### src/rtl/jr_pkg.sv
package jr_pkg;
  typedef enum logic [1:0] {
    HALT_IDLE = 2'd0,
    HALT_BUSY = 2'd1,
    HALT_DONE = 2'd2
  } halt_e;

  localparam logic [3:0] ERR_RESET   = 4'd7;
  localparam logic [3:0] ERR_REM_OVF = 4'd8;
  localparam logic [3:0] ERR_ADD_OVF = 4'd9;

  localparam int unsigned A_CFG   = 0;
  localparam int unsigned A_ISIZE = 1;
  localparam int unsigned A_OSIZE = 2;
  localparam int unsigned A_ADD   = 3;
  localparam int unsigned A_REM   = 4;
  localparam int unsigned A_STAT  = 5;
  localparam int unsigned A_RIDX  = 6;
  localparam int unsigned A_WIDX  = 7;
  localparam int unsigned A_CMD   = 8;
endpackage

### src/rtl/jr_ring_track.sv
module jr_ring_track #(
  parameter int RW = 10
) (
  input  logic          clk,
  input  logic          rst,
  input  logic [RW-1:0] in_size,
  input  logic [RW-1:0] out_size,
  input  logic          add_we,
  input  logic [RW-1:0] add_cnt,
  input  logic          rem_we,
  input  logic [RW-1:0] rem_cnt,
  input  logic          run,
  input  logic          job_done,
  input  logic          flush,
  output logic [RW-1:0] in_pend,
  output logic [RW-1:0] in_room,
  output logic [RW-1:0] out_full,
  output logic [RW-1:0] in_ridx,
  output logic [RW-1:0] out_widx,
  output logic [RW-1:0] inflight,
  output logic          issue,
  output logic          add_ovf,
  output logic          rem_ovf
);
  localparam logic [RW-1:0] ONE = {{(RW-1){1'b0}}, 1'b1};

  logic          go, done_ok, add_ok, rem_ok;
  logic [RW:0]   busy_slots;

  always_comb begin
    in_room    = (in_size > in_pend) ? in_size - in_pend : '0;
    busy_slots = {1'b0, inflight} + {1'b0, out_full};
    go         = run && (in_pend != '0) && (busy_slots < {1'b0, out_size});
    done_ok    = job_done && (inflight != '0);
    add_ovf    = add_we && (add_cnt > in_room);
    rem_ovf    = rem_we && (rem_cnt > out_full);
    add_ok     = add_we && !add_ovf;
    rem_ok     = rem_we && !rem_ovf;
  end

  always_ff @(posedge clk) begin
    if (rst || flush) begin
      in_pend  <= '0;
      out_full <= '0;
      in_ridx  <= '0;
      out_widx <= '0;
      inflight <= '0;
      issue    <= 1'b0;
    end else begin
      in_pend  <= in_pend + (add_ok ? add_cnt : '0) - (go ? ONE : '0);
      inflight <= inflight + (go ? ONE : '0) - (done_ok ? ONE : '0);
      out_full <= out_full + (done_ok ? ONE : '0) - (rem_ok ? rem_cnt : '0);
      issue    <= go;
      if (go)
        in_ridx <= (in_ridx + ONE >= in_size) ? '0 : in_ridx + ONE;
      if (done_ok)
        out_widx <= (out_widx + ONE >= out_size) ? '0 : out_widx + ONE;
    end
  end
endmodule

### src/rtl/jr_irq_coalesce.sv
module jr_irq_coalesce #(
  parameter int CNT_W = 8,
  parameter int TMR_W = 16
) (
  input  logic             clk,
  input  logic             rst,
  input  logic             done,
  input  logic             coal_en,
  input  logic [CNT_W-1:0] cnt_th,
  input  logic [TMR_W-1:0] tmr_th,
  input  logic             clr,
  input  logic             flush,
  output logic             int_flag
);
  logic [CNT_W-1:0] pend;
  logic [CNT_W-1:0] th_eff;
  logic [CNT_W:0]   pend_inc;
  logic [TMR_W-1:0] tmr;
  logic             fire;

  always_comb begin
    th_eff   = (cnt_th == '0) ? {{(CNT_W-1){1'b0}}, 1'b1} : cnt_th;
    pend_inc = {1'b0, pend} + {{CNT_W{1'b0}}, done};
    if (!coal_en)
      fire = done;
    else
      fire = (done && (pend_inc >= {1'b0, th_eff})) ||
             ((pend != '0) && (tmr >= tmr_th));
  end

  always_ff @(posedge clk) begin
    if (rst || flush) begin
      pend     <= '0;
      tmr      <= '0;
      int_flag <= 1'b0;
    end else begin
      if (fire) begin
        pend <= '0;
        tmr  <= '0;
      end else begin
        pend <= pend_inc[CNT_W-1:0];
        if (pend != '0) tmr <= tmr + 1'b1;
      end
      if (fire)     int_flag <= 1'b1;
      else if (clr) int_flag <= 1'b0;
    end
  end
endmodule

### src/rtl/jr_halt_ctl.sv
module jr_halt_ctl
  import jr_pkg::*;
(
  input  logic  clk,
  input  logic  rst,
  input  logic  cmd,
  input  logic  idle,
  output halt_e state,
  output logic  flush,
  output logic  busy_err
);
  always_comb begin
    flush    = cmd && (state == HALT_DONE);
    busy_err = cmd && (state == HALT_BUSY);
  end

  always_ff @(posedge clk) begin
    if (rst) state <= HALT_IDLE;
    else begin
      case (state)
        HALT_IDLE: if (cmd)  state <= HALT_BUSY;
        HALT_BUSY: if (idle) state <= HALT_DONE;
        HALT_DONE: if (cmd)  state <= HALT_IDLE;
        default:             state <= HALT_IDLE;
      endcase
    end
  end
endmodule

### src/rtl/job_ring_ctrl.sv
module job_ring_ctrl
  import jr_pkg::*;
#(
  parameter int RING_W = 10,
  parameter int ADDR_W = 4
) (
  input  logic              clk,
  input  logic              rst,
  input  logic              reg_wr,
  input  logic              reg_rd,
  input  logic [ADDR_W-1:0] reg_addr,
  input  logic [31:0]       reg_wdata,
  output logic [31:0]       reg_rdata,
  output logic              reg_rvalid,
  output logic              job_issue,
  input  logic              job_done,
  output logic              irq
);
  localparam int DATA_W  = 32;
  localparam int CNT_LSB = 8;
  localparam int TMR_LSB = 16;
  localparam int CNT_W   = TMR_LSB - CNT_LSB;
  localparam int TMR_W   = DATA_W - TMR_LSB;

  logic              cfg_mask, cfg_coal, cfg_soe;
  logic [CNT_W-1:0]  cfg_cnt;
  logic [TMR_W-1:0]  cfg_tmr;
  logic [RING_W-1:0] in_size, out_size;
  logic              err_flag;
  logic [3:0]        err_type;

  logic [RING_W-1:0] in_pend, in_room, out_full, in_ridx, out_widx, inflight;
  logic              add_ovf, rem_ovf, int_flag, flush, busy_err, run;
  logic              add_we, rem_we, cmd_we, clr_int, clr_err;
  halt_e             halt_state;
  logic [DATA_W-1:0] status, rd_mux;

  function automatic logic hit(input logic [ADDR_W-1:0] a, input int unsigned sel);
    return a == ADDR_W'(sel);
  endfunction

  always_comb begin
    add_we  = reg_wr && hit(reg_addr, A_ADD);
    rem_we  = reg_wr && hit(reg_addr, A_REM);
    cmd_we  = reg_wr && hit(reg_addr, A_CMD) && reg_wdata[0];
    clr_int = reg_wr && hit(reg_addr, A_STAT) && reg_wdata[0];
    clr_err = reg_wr && hit(reg_addr, A_STAT) && reg_wdata[1];
    run     = (halt_state == HALT_IDLE) && !(cfg_soe && err_flag);
  end

  jr_ring_track #(.RW(RING_W)) u_track (
    .clk(clk), .rst(rst), .in_size(in_size), .out_size(out_size),
    .add_we(add_we), .add_cnt(reg_wdata[RING_W-1:0]),
    .rem_we(rem_we), .rem_cnt(reg_wdata[RING_W-1:0]),
    .run(run), .job_done(job_done), .flush(flush),
    .in_pend(in_pend), .in_room(in_room), .out_full(out_full),
    .in_ridx(in_ridx), .out_widx(out_widx), .inflight(inflight),
    .issue(job_issue), .add_ovf(add_ovf), .rem_ovf(rem_ovf)
  );

  jr_irq_coalesce #(.CNT_W(CNT_W), .TMR_W(TMR_W)) u_coal (
    .clk(clk), .rst(rst), .done(job_done && (inflight != '0)),
    .coal_en(cfg_coal), .cnt_th(cfg_cnt), .tmr_th(cfg_tmr),
    .clr(clr_int), .flush(flush), .int_flag(int_flag)
  );

  jr_halt_ctl u_halt (
    .clk(clk), .rst(rst), .cmd(cmd_we), .idle(inflight == '0),
    .state(halt_state), .flush(flush), .busy_err(busy_err)
  );

  always_ff @(posedge clk) begin
    if (rst) begin
      cfg_mask <= 1'b0; cfg_coal <= 1'b0; cfg_soe <= 1'b0;
      cfg_cnt  <= '0;   cfg_tmr  <= '0;
      in_size  <= '0;   out_size <= '0;
    end else if (reg_wr) begin
      if (hit(reg_addr, A_CFG)) begin
        cfg_mask <= reg_wdata[0];
        cfg_coal <= reg_wdata[1];
        cfg_soe  <= reg_wdata[2];
        cfg_cnt  <= reg_wdata[CNT_LSB +: CNT_W];
        cfg_tmr  <= reg_wdata[TMR_LSB +: TMR_W];
      end
      if (hit(reg_addr, A_ISIZE)) in_size  <= reg_wdata[RING_W-1:0];
      if (hit(reg_addr, A_OSIZE)) out_size <= reg_wdata[RING_W-1:0];
    end
  end

  always_ff @(posedge clk) begin
    if (rst) begin
      err_flag <= 1'b0;
      err_type <= '0;
    end else if (add_ovf) begin
      err_flag <= 1'b1; err_type <= ERR_ADD_OVF;
    end else if (rem_ovf) begin
      err_flag <= 1'b1; err_type <= ERR_REM_OVF;
    end else if (busy_err) begin
      err_flag <= 1'b1; err_type <= ERR_RESET;
    end else if (clr_err) begin
      err_flag <= 1'b0; err_type <= '0;
    end
  end

  always_comb begin
    status = {20'd0, err_type, 4'd0, halt_state, err_flag, int_flag};
    rd_mux = '0;
    if      (hit(reg_addr, A_CFG))   rd_mux = {cfg_tmr, cfg_cnt, 5'd0, cfg_soe, cfg_coal, cfg_mask};
    else if (hit(reg_addr, A_ISIZE)) rd_mux = DATA_W'(in_size);
    else if (hit(reg_addr, A_OSIZE)) rd_mux = DATA_W'(out_size);
    else if (hit(reg_addr, A_ADD))   rd_mux = DATA_W'(in_room);
    else if (hit(reg_addr, A_REM))   rd_mux = DATA_W'(out_full);
    else if (hit(reg_addr, A_STAT))  rd_mux = status;
    else if (hit(reg_addr, A_RIDX))  rd_mux = DATA_W'(in_ridx);
    else if (hit(reg_addr, A_WIDX))  rd_mux = DATA_W'(out_widx);
  end

  always_ff @(posedge clk) begin
    if (rst) begin
      reg_rdata  <= '0;
      reg_rvalid <= 1'b0;
      irq        <= 1'b0;
    end else begin
      reg_rvalid <= reg_rd;
      if (reg_rd) reg_rdata <= rd_mux;
      irq <= (int_flag || err_flag) && !cfg_mask;
    end
  end
endmodule

### config.mk
export PLATFORM = sky130hd
export DESIGN_NAME = job_ring_ctrl
export DESIGN_NICKNAME = d
export VERILOG_FILES = /design/src/rtl/jr_pkg.sv /design/src/rtl/jr_ring_track.sv /design/src/rtl/jr_irq_coalesce.sv /design/src/rtl/jr_halt_ctl.sv /design/src/rtl/job_ring_ctrl.sv
export SDC_FILE = /design/constraint.sdc
export NUM_CORES = 1
export LEC_CHECK = 0
export ABC_CLOCK_PERIOD_IN_PS = 6600
export CAP_MARGIN = 20
export CORE_UTILIZATION = 55
export CTS_BUF_LIST = sky130_fd_sc_hd__clkbuf_8
export DETAILED_ROUTE_END_ITERATION = 12
export PLACE_DENSITY = 0.85
export SETUP_SLACK_MARGIN = 0.4
export SYNTH_ARGS = -nofsm -noshare
export SYNTH_HDL_FRONTEND = slang
export SYNTH_SLANG_ARGS = --single-unit
### constraint.sdc
create_clock -name clk -period 6.6 [get_ports clk]
set_input_delay 1.32 -clock clk [delete_from_list [all_inputs] [get_ports clk]]
set_output_delay 1.32 -clock clk [all_outputs]
set_load 0.1 [all_outputs]
Yosys cells after proc, flatten, opt, wreduce, memory -nomap -nowiden
Cells that the tools add are included.
{"block": "classes", "add_sub_neg": 12, "multipliers": 0, "div": 0, "order_cmp": 8, "eq_ne": 13, "shifts": 0, "mux": 31, "n_bitwise": 0, "n_reduce_logical": 44}
{"operator": "two-way mux 10 bit", "n": 7}
{"operator": "two-way mux 12 bit", "n": 5}
{"operator": "subtractor 10 bit", "n": 4}
{"operator": "two-way mux 32 bit", "n": 1}
{"operator": "adder 10 bit", "n": 3}
{"operator": "> comparator 10 bit", "n": 3}
{"operator": "logical AND 1 bit", "n": 21}
{"operator": "adder 10 x 1 -> 10 bit, second input constant", "n": 2}
{"operator": "greater-or-equal comparator 10 bit", "n": 2}
{"operator": "nonzero test 10 bit", "n": 2}
{"operator": "adder 16 x 1 -> 16 bit, second input constant", "n": 1}
{"operator": "== test 4 x 3 -> 1 bit, second input constant", "n": 4}
{"operator": "greater-or-equal comparator 16 bit", "n": 1}
{"operator": "two-way mux 4 bit", "n": 4}
{"operator": "adder 10 x 10 -> 11 bit", "n": 1}
{"operator": "less-than comparator 11 x 10 -> 1 bit", "n": 1}
{"operator": "logical NOT 10 bit", "n": 1}
{"operator": "adder 8 x 1 -> 9 bit", "n": 1}
{"operator": "greater-or-equal comparator 9 x 8 -> 1 bit", "n": 1}
{"operator": "two-way mux 1 bit", "n": 9}
{"operator": "== test 4 x 2 -> 1 bit, second input constant", "n": 2}
{"operator": "logical NOT 8 bit", "n": 1}
{"operator": "two-way mux 8 bit", "n": 1}
{"operator": "nonzero test 8 bit", "n": 1}
{"operator": "other kinds (17)", "n": 29}
{"block": "totals", "ff_bits": 164, "latchBits": 0, "ram_bits": 0, "rom_bits": 0, "in_bits": 41, "output_inout_bits": 35, "elab_cells": 131, "mem_count": 0}

Depth between registers and ports, before layout
Gate-level depths: netlist of the first run.
{"block": "logic_depth", "word_depth": 9, "mapped_depth": 26, "mapped_depth_nobuf": 25}

Modules after synthesis
From an unflattened synthesis of the first run, not the netlist that was laid out.
{"block": "hier_totals", "hier_cells": 1400, "area_unflattened_um2": 11468.5}
{"module": "jr_ring_track", "instances": 1, "cells_per_inst": 718, "area_per_inst_um2": 5713.0, "seq_area_each_um2": 1021.0}
{"module": "job_ring_ctrl", "instances": 1, "cells_per_inst": 452, "area_per_inst_um2": 3816.2, "seq_area_each_um2": 1701.6}
{"module": "jr_irq_coalesce", "instances": 1, "cells_per_inst": 220, "area_per_inst_um2": 1843.0, "seq_area_each_um2": 500.5}
{"module": "jr_halt_ctl", "instances": 1, "cells_per_inst": 10, "area_per_inst_um2": 96.3, "seq_area_each_um2": 40.0}

Least setup slack after synthesis of the first run
No wires, ideal clock.
{"block": "synth_path", "kind": "register to register", "startpoint": "reg in_size[0]", "endpoint": "reg u_track.in_pend[9]", "setup_ns": 0.064, "arrival_ns": 5.616, "required_time_ns": 6.536, "slack_ns": 0.920, "path_stages_with_launch": 27, "path_buffers": 1, "synth_period_minus_slack_ns": 5.680, "cell_sequence": "dfxtp_1 -> inv_1 -> ha_1 -> inv_1 -> fa_1 -> a211oi_1 -> o21ai_1 -> o31ai_1 -> a211oi_2 -> buf_2 -> nand2_1 -> ha_1 -> a21oi_1 -> nand2_1 -> a2111oi_0 -> nor2_1 -> nor2_1 -> nand2_1 -> ha_1 -> inv_1 -> ha_1 -> a211oi_1 -> o21ai_0 -> o311a_1 -> o41ai_1 -> xnor3_1 -> nor2_1"}
{"block": "synth_between", "elab_chain_cells": 9, "elab_cells_between_ends": 10, "classes_between": "add/sub: 3; order compare: 2; mux: 2; reduce/logical: 3"}
{"element": "start, declared", "line": "job_ring_ctrl.sv:28", "rtl": "logic [RING_W-1:0] in_size, out_size;"}
{"element": "start signal, assigned", "line": "job_ring_ctrl.sv:85", "rtl": "if (hit(reg_addr, A_ISIZE)) in_size <= reg_wdata[RING_W-1:0];"}
{"element": "subtractor 10 bit / > comparator 10 bit (equally long branches)", "line": "jr_ring_track.sv:31", "rtl": "in_room = (in_size > in_pend) ? in_size - in_pend : '0;"}
{"element": "two-way mux 10 bit (*)", "line": "jr_ring_track.sv:31"}
{"element": "> comparator 10 bit (*)", "line": "jr_ring_track.sv:35", "rtl": "add_ovf = add_we && (add_cnt > in_room);"}
{"element": "logical AND 1 bit (*)", "line": "jr_ring_track.sv:35"}
{"element": "logical NOT 1 bit (*)", "line": "jr_ring_track.sv:37", "rtl": "add_ok = add_we && !add_ovf;"}
{"element": "logical AND 1 bit (*)", "line": "jr_ring_track.sv:37"}
{"element": "two-way mux 10 bit (*)", "line": "jr_ring_track.sv:50", "rtl": "in_pend <= in_pend + (add_ok ? add_cnt : '0) - (go ? ONE : '0);"}
{"element": "adder 10 bit (*)", "line": "jr_ring_track.sv:50"}
{"element": "subtractor 10 bit (*)", "line": "jr_ring_track.sv:50"}
{"element": "end signal, assigned", "line": "jr_ring_track.sv:50"}
{"element": "end, declared", "line": "jr_ring_track.sv:15", "rtl": "output logic [RW-1:0] in_pend,"}
Mark *: on every way between the ends. The rest lies on a longest branch, timed or not.
A chain may end at the register's enable or synchronous reset.

Worst setup path in the final report of the first run
Ends and elaborated chain as after synthesis.

==> flow_summary_export.csv, run 1 <==
group,metric,value,unit
status,outcome,"complete, no violations",
floorplan,die_h,144,um
critical_path,cp.buffers_inverters,5,
timing,drv_slew,0,
clock_network,clkTransAtPathRegs,0.11,ns
floorplan,initial_utilization,56.6,%
critical_path,critPathSlowestCell,"fa_1",
grt,grt_pass1_wl,48600,um
logic_synthesis,yosys.area.top_type,"dfxtp_1",
route,drt_pre_antenna_iters,7,
route,viasPerCell,6.05,
logic_synthesis,ys_seq_area_share,29.4,%
clock_network,clkSinkCount,163,
cells_and_area,fin_nets,1618,
clock_network,cts_tree,"yes",
critical_path,crit_required,7.04,ns
clock_network,cts_root_buf,"clkbuf_8",
logic_synthesis,yosys.area_share.adder,17.6,%
route,wl_met3,2020,um
logic_synthesis,synth_edf_count,0,
logic_synthesis,synth-compound-area-share,18.9,%
critical_path,cpMostUsedCell,"ha_1",
critical_path,cp_data_arrival_time,6.14,ns
logic_synthesis,yosysUniqueCellTypes,72,
critical_path,crit_family,"compound AO/OA/AOI/OAI gates",
logic_synthesis,synthArstFlopShare,0,%
logic_synthesis,synth_area,11100,sq um
logic_synthesis,synthTopCellsByArea,"dfxtp_1, ha_1, nand2_1",
logic_synthesis,syn_nets,1556,
cells_and_area,syn2layout_area_growth,13.5,%
timing,final.period_utilization,86.4,%
power,total_leakage_power,4.96,nW
timing,grt_setup_unrepaired,"no",
logic_synthesis,synth-seq-cells,163,
grt,first_global_vias,9739,
timing,setup_violations,0,
clock_network,cts-hold-fix-buffers,0,
route,top_layer_used,"met4",
route,dr_wl_met2,14100,um
timing,hold-worst-slack,0.476,ns
cells_and_area,drive_gt1_share,5.36,%
route,drt-met1-wl,13300,um
clock_network,post_cts_buffers,0,
clock_network,cts_buffers,17,
route,via_count,10290,
logic_synthesis,synth_mux_area_share,2.48,%
floorplan,io_pins,76,
floorplan,die_x,144,um
grt,antenna_found_initial,0,
power,p_per_area,333,nW/um^2
timing,finalHoldViolCount,0,
logic_synthesis,ys_top_cells_by_count,"dfxtp_1, ha_1, nand2_1, nor2_1, inv_1",
grt,gr-usage-all-layers,30.6,%
critical_path,crit_type,"flop to flop",
placement,io_buffers,75,
logic_synthesis,synthFlopType,"dfxtp_1",
critical_path,critPathLaunchType,"flop",
timing,final.setup_skew,0.0221,ns
logic_synthesis,synth_xor_area_share,5.02,%
worst_hold_path,hp-class,"flop to flop",
placement,gp_congestion,0.975,
critical_path,cpPeakStageDelay,0.41,ns
logic_synthesis,synth.most_common_cell,"dfxtp_1",
clock_network,clock_latency,0.49,ns
grt,grt.overflow.total,0,
logic_synthesis,ys_warn_count,0,
grt,grt_max_degree,52,
critical_path,critical_path.max_fanout,18,
critical_path,end_kind,"flop",
logic_synthesis,postSynthCellCount,1362,
timing,maxSlewHeadroom,29.4,%
floorplan,coreArea,19600,sq um
flow_run,max-cap-violations,0,
route,wl,30900,um
logic_synthesis,synth_top_area_share,29.4,%
route,postRouteAntennaNets,0,
floorplan,die_area,20700,sq um
timing,setup_tns,0,ns
route,drcViolationCount,0,
route,avgRoutedWirePerCell,18.1,um
logic_synthesis,synthSimpleGateAreaFrac,20.4,%
logic_synthesis,syn-mean-instance-area,8.14,sq um
clock_network,htreeDepth,4,
clock_network,cts_buffer_depth,2,
floorplan,row_count,51,
timing,max_freq,0.175,GHz
power,peakVddDrop,0.000278,V
cells_and_area,antenna_cells,0,
timing,period_needed,5.70,ns
timing,worst_pin_slew,1.06,ns
placement,place_hpwl,23500,um
logic_synthesis,synth_top_family_by_area,"simple AND/OR/NAND/NOR gates",
route,dr.first_iter.drc_count,849,
power by group:
| group | leakage [nW] | internal [mW] | switching [mW] |
|---|---|---|---|
| combinational | 3.42 | 0.950 | 1.26 |
| clock | 0.219 | 0.329 | 0.464 |
| sequential | 1.32 | 1.08 | 0.102 |
| total | 4.96 | 2.36 | 1.83 |
cells in the final DEF, fill, tap and decap left out, drive strengths merged, types with 13 or more instances in the layout:
cell type,instances
nor3,40
o21a,16
o21ai,47
nand2b,16
xnor2,37
mux2i,14
inv,126
nor2b,28
ha,148
clkbuf,17
nand3,41
a22oi,24
nor2,127
buf,19
a31oi,16
nand2,150
xor2,24
nand4,19
o211ai,13
a21oi,105
clkdlybuf4s50,74
nor4,14
a211oi,17
dfxtp,163
metrics by stage:
step	util [%]	std cells	instance area (sq um)	power (mW)	setup WS (ns)
after floorplan	-	1362	11100	2.83	0.920
after global placement	61.5	1668	12100	3.28	0.579
after detailed placement	61.5	1668	12100	3.35	0.490
after CTS	63.8	1700	12500	4.14	0.512
after global routing	64.2	1702	12600	4.50	0.488
final	64.2	1702	12600	4.19	0.896
kinds of logic after synthesis:
| logic type | Yosys count |
|---|---|
| buffers and inverters | 171 |
| xor gates and xnor gates | 62 |
| DFF | 163 |
| and+or+nand+nor | 477 |
| muxes | 20 |
| AOI/OAI and AO/OA | 316 |
| adders and majority gates | 153 |
registers in the layout (all words and copies together) (netlist names):
signal,flops
cfg_cnt,8
reg_rvalid,1
u_coal.pend,8
u_track.in_ridx,10
err_type,3
u_coal.tmr,16
u_track.inflight,10
out_size,10
cfg_coal,1
u_track.in_pend,10
cfg_mask,1
u_track.issue,1
u_track.out_widx,10
reg_rdata,32
u_track.out_full,10
cfg_tmr,16
u_coal.int_flag,1
in_size,10
u_halt.state,2
err_flag,1
irq,1
cfg_soe,1
routing by layer:
layer | GRT usage [%] | vias to the layer above
li1 | - | 4962
met5 | 0 | -
met3 | 6.03 | 108
met1 | 36.8 | 4797
met4 | 18.0 | 0
met2 | 50.5 | 423
final timing paths:
path                           startpoint                       endpoint  slack, ns  depth (start not counted)
hold reg to reg     cfg_mask$_SDFFE_PP0P_                 irq$_SDFF_PP0_       0.48                          1
setup / recovery  in_size[0]$_SDFFE_PP0P_  u_track.in_pend[9]$_SDFF_PP0_       0.90                         27
setup reg to reg  in_size[0]$_SDFFE_PP0P_  u_track.in_pend[9]$_SDFF_PP0_       0.90                         27
hold / removal      cfg_mask$_SDFFE_PP0P_                 irq$_SDFF_PP0_       0.48                          1
final cells by class:
| type | count | area, sq um |
|---|---|---|
| multi-input combinational | 1028 | 7170 |
| fill | 1653 | 7010 |
| sequential | 163 | 3260 |
| timing repair buffer | 93 | 921 |
| inverter | 121 | 454 |
| tap | 265 | 332 |
| clock buffer | 17 | 234 |
| clock inverter | 15 | 208 |
timing repair:
action,CTS,global route
gates resized for setup,1,4
pin swaps,0,0
setup endpoints to repair,1,3
(Power assumes the default switching activity.)
==> run 2, diff against run 1 <==
CTS_BUF_LIST = sky130_fd_sc_hd__clkbuf_4   (was sky130_fd_sc_hd__clkbuf_8)
==> run 2 against run 1 <==
Net effect: cell count hardly changed; worst hold slack is essentially flat; clock-buffer cell count did not move; cell area is 0.83% lower; clock power is 16% lower; sequential share of layout area rose by 0.22 points; utilization down 0.53 points; wire length shrank 0.53%; sequential cell count unchanged; clock skew grew 0.014 ns; die area is the same; combinational power about the same; critical path type unchanged; critical endpoint unchanged.
==> flow_summary_export.csv, run 2 (same netlist as run 1, synthesis figures left out) <==
group,metric,value,unit
status,outcome,"complete, no violations",
critical_path,critical_path.max_fanout,18,
critical_path,cp.buffers_inverters,5,
critical_path,cp_data_arrival_time,6.25,ns
grt,first_global_vias,9657,
clock_network,clkTransAtPathRegs,0.18,ns
placement,io_buffers,75,
floorplan,die_h,144,um
cells_and_area,stdcell_count,1703,
timing,setup_violations,0,
floorplan,row_count,51,
timing,grt_setup_unrepaired,"no",
floorplan,die_x,144,um
route,drcViolationCount,0,
floorplan,initial_utilization,56.6,%
floorplan,coreArea,19600,sq um
critical_path,cpMostUsedCell,"ha_1",
timing,setup_tns,0,ns
route,wl,30700,um
grt,grt.overflow.total,0,
cells_and_area,drive_gt1_share,5.36,%
cells_and_area,regMostFlops,"reg_rdata",
power,total_leakage_power,4.92,nW
clock_network,cts_buffer_depth,2,
route,dr.first_iter.drc_count,776,
clock_network,htreeDepth,4,
placement,dp_cells,1668,
grt,grt_max_degree,52,
critical_path,crit_family,"compound AO/OA/AOI/OAI gates",
cells_and_area,mostFrequentLayoutCells,"dfxtp_1, nand2_1, ha_1",
route,viasPerCell,6.03,
clock_network,cts_tree,"yes",
clock_network,cts_buffers,17,
timing,period_needed,5.67,ns
timing,max_freq,0.176,GHz
grt,grt_pass1_wl,48300,um
clock_network,clock_latency,0.62,ns
clock_network,clkSinkCount,163,
placement,gp_congestion,0.975,
cells_and_area,fin_nets,1618,
floorplan,die_area,20700,sq um
route,avgRoutedWirePerCell,18.0,um
timing,maxSlewHeadroom,29.7,%
clock_network,post_cts_buffers,0,
cells_and_area,fillerInstances,1664,
critical_path,end_kind,"flop",
timing,final.period_utilization,86.0,%
route,postRouteAntennaNets,0,
placement,place_hpwl,23500,um
route,via_count,10269,
grt,gr-usage-all-layers,30.3,%
critical_path,cpPeakStageDelay,0.41,ns
route,drt_pre_antenna_iters,5,
grt,antenna_found_initial,1,
critical_path,critPathLaunchType,"flop",
flow_run,max-cap-violations,0,
timing,final.setup_skew,0.0360,ns
critical_path,critPathSlowestCell,"fa_1",
power,peakVddDrop,0.000273,V
floorplan,io_pins,76,
timing,worst_pin_slew,1.05,ns
cells_and_area,syn2layout_area_growth,12.5,%
timing,finalHoldViolCount,0,
clock_network,cts_root_buf,"clkbuf_4",
power,finalPower,4.05,mW
timing,drv_slew,0,
power,p_per_area,325,nW/um^2
cells_and_area,mostFrequentLayoutCell,"dfxtp_1",
placement,post-place-ws,0.490,ns
cells_and_area,largest_register_ffs,32,
cells_and_area,reg_top3,"reg_rdata: 32 flops, cfg_tmr: 16 flops, u_coal.tmr: 16 flops",
critical_path,crit_required,7.17,ns
timing,setup_ws,0.927,ns
critical_path,crit_type,"flop to flop",
worst_hold_path,hp-class,"flop to flop",
[run 2: cell types whose count changed in the layout (fill, tap and decap cells not counted), sizes merged]
cell and delta:
diode +1
[run 2: path summary, 6_finish.rpt]
check / start / to / slack, ns / depth (start not counted)
setup / recovery: in_size[0]$_SDFFE_PP0P_ / u_track.in_pend[9]$_SDFF_PP0_ / 0.93 / 27
hold / removal: cfg_mask$_SDFFE_PP0P_ / irq$_SDFF_PP0_ / 0.48 / 1
setup reg to reg: in_size[0]$_SDFFE_PP0P_ / u_track.in_pend[9]$_SDFF_PP0_ / 0.93 / 27
hold reg to reg: cfg_mask$_SDFFE_PP0P_ / irq$_SDFF_PP0_ / 0.48 / 1
[run 2: what timing repair did]
item / in CTS / in global routing
hold buffers: 0 / 0
resized for setup: 0 / 5
endpoints found under the setup margin: 0 / 5
[run 2: where the power goes]
part           total (mW)  switching [mW]  internal (mW)
clock               0.663           0.444          0.218
combinational        2.21            1.26          0.949
sequential           1.18           0.102           1.08
[run 2: per-layer routing]
layer	vias to the layer above	track usage [%]	part of all wire (%)
met5	-	0	0
li1	4967	-	-
met1	4768	36.9	43
met3	105	4.93	6.6
met4	0	16.2	4.4
met2	429	50.9	46
[run 2: area by class of cell]
type | instances | area, sq um | area share (%)
diodes | 1 | 2.50 | 0.0201
repair buffers | 93 | 921 | 7.38
multi-input cells | 1028 | 7170 | 57.5
inverters | 121 | 454 | 3.64
flip-flops and latches | 163 | 3260 | 26.2
clock inverters | 15 | 208 | 1.66
clock buffers | 17 | 128 | 1.02
well taps | 265 | 332 | 2.66
[run 2: worst reg2reg max path, cell delays in order (launching register included)]
cell	delay (ns)
dfxtp_1	0.38
inv_1	0.07
ha_1	0.15
inv_1	0.05
fa_1	0.41
a211oi_1	0.23
o21ai_1	0.14
o31ai_2	0.30
a211oi_2	0.12
buf_4	0.21
nand3b_1	0.14
ha_1	0.29
nand4_1	0.12
a21oi_1	0.08
a2111oi_4	0.38
nor2_1	0.14
nor2_1	0.13
buf_4	0.15
nand2_1	0.06
ha_1	0.32
inv_1	0.05
ha_1	0.30
a211oi_1	0.26
o21ai_0	0.18
o311a_1	0.34
o41ai_2	0.25
xnor3_1	0.27
nor2_1	0.09
[run 2: stage by stage]
| step | utilization, % | cell area (sq um) | hold slack [ns] |
|---|---|---|---|
| floorplan | - | 11100 | 0.422 |
| global placement | 61.5 | 12100 | 0.442 |
| detailed placement | 61.5 | 12100 | 0.454 |
| CTS | 63.2 | 12400 | 0.471 |
| global route | 63.7 | 12500 | 0.472 |
| finish | 63.7 | 12500 | 0.476 |
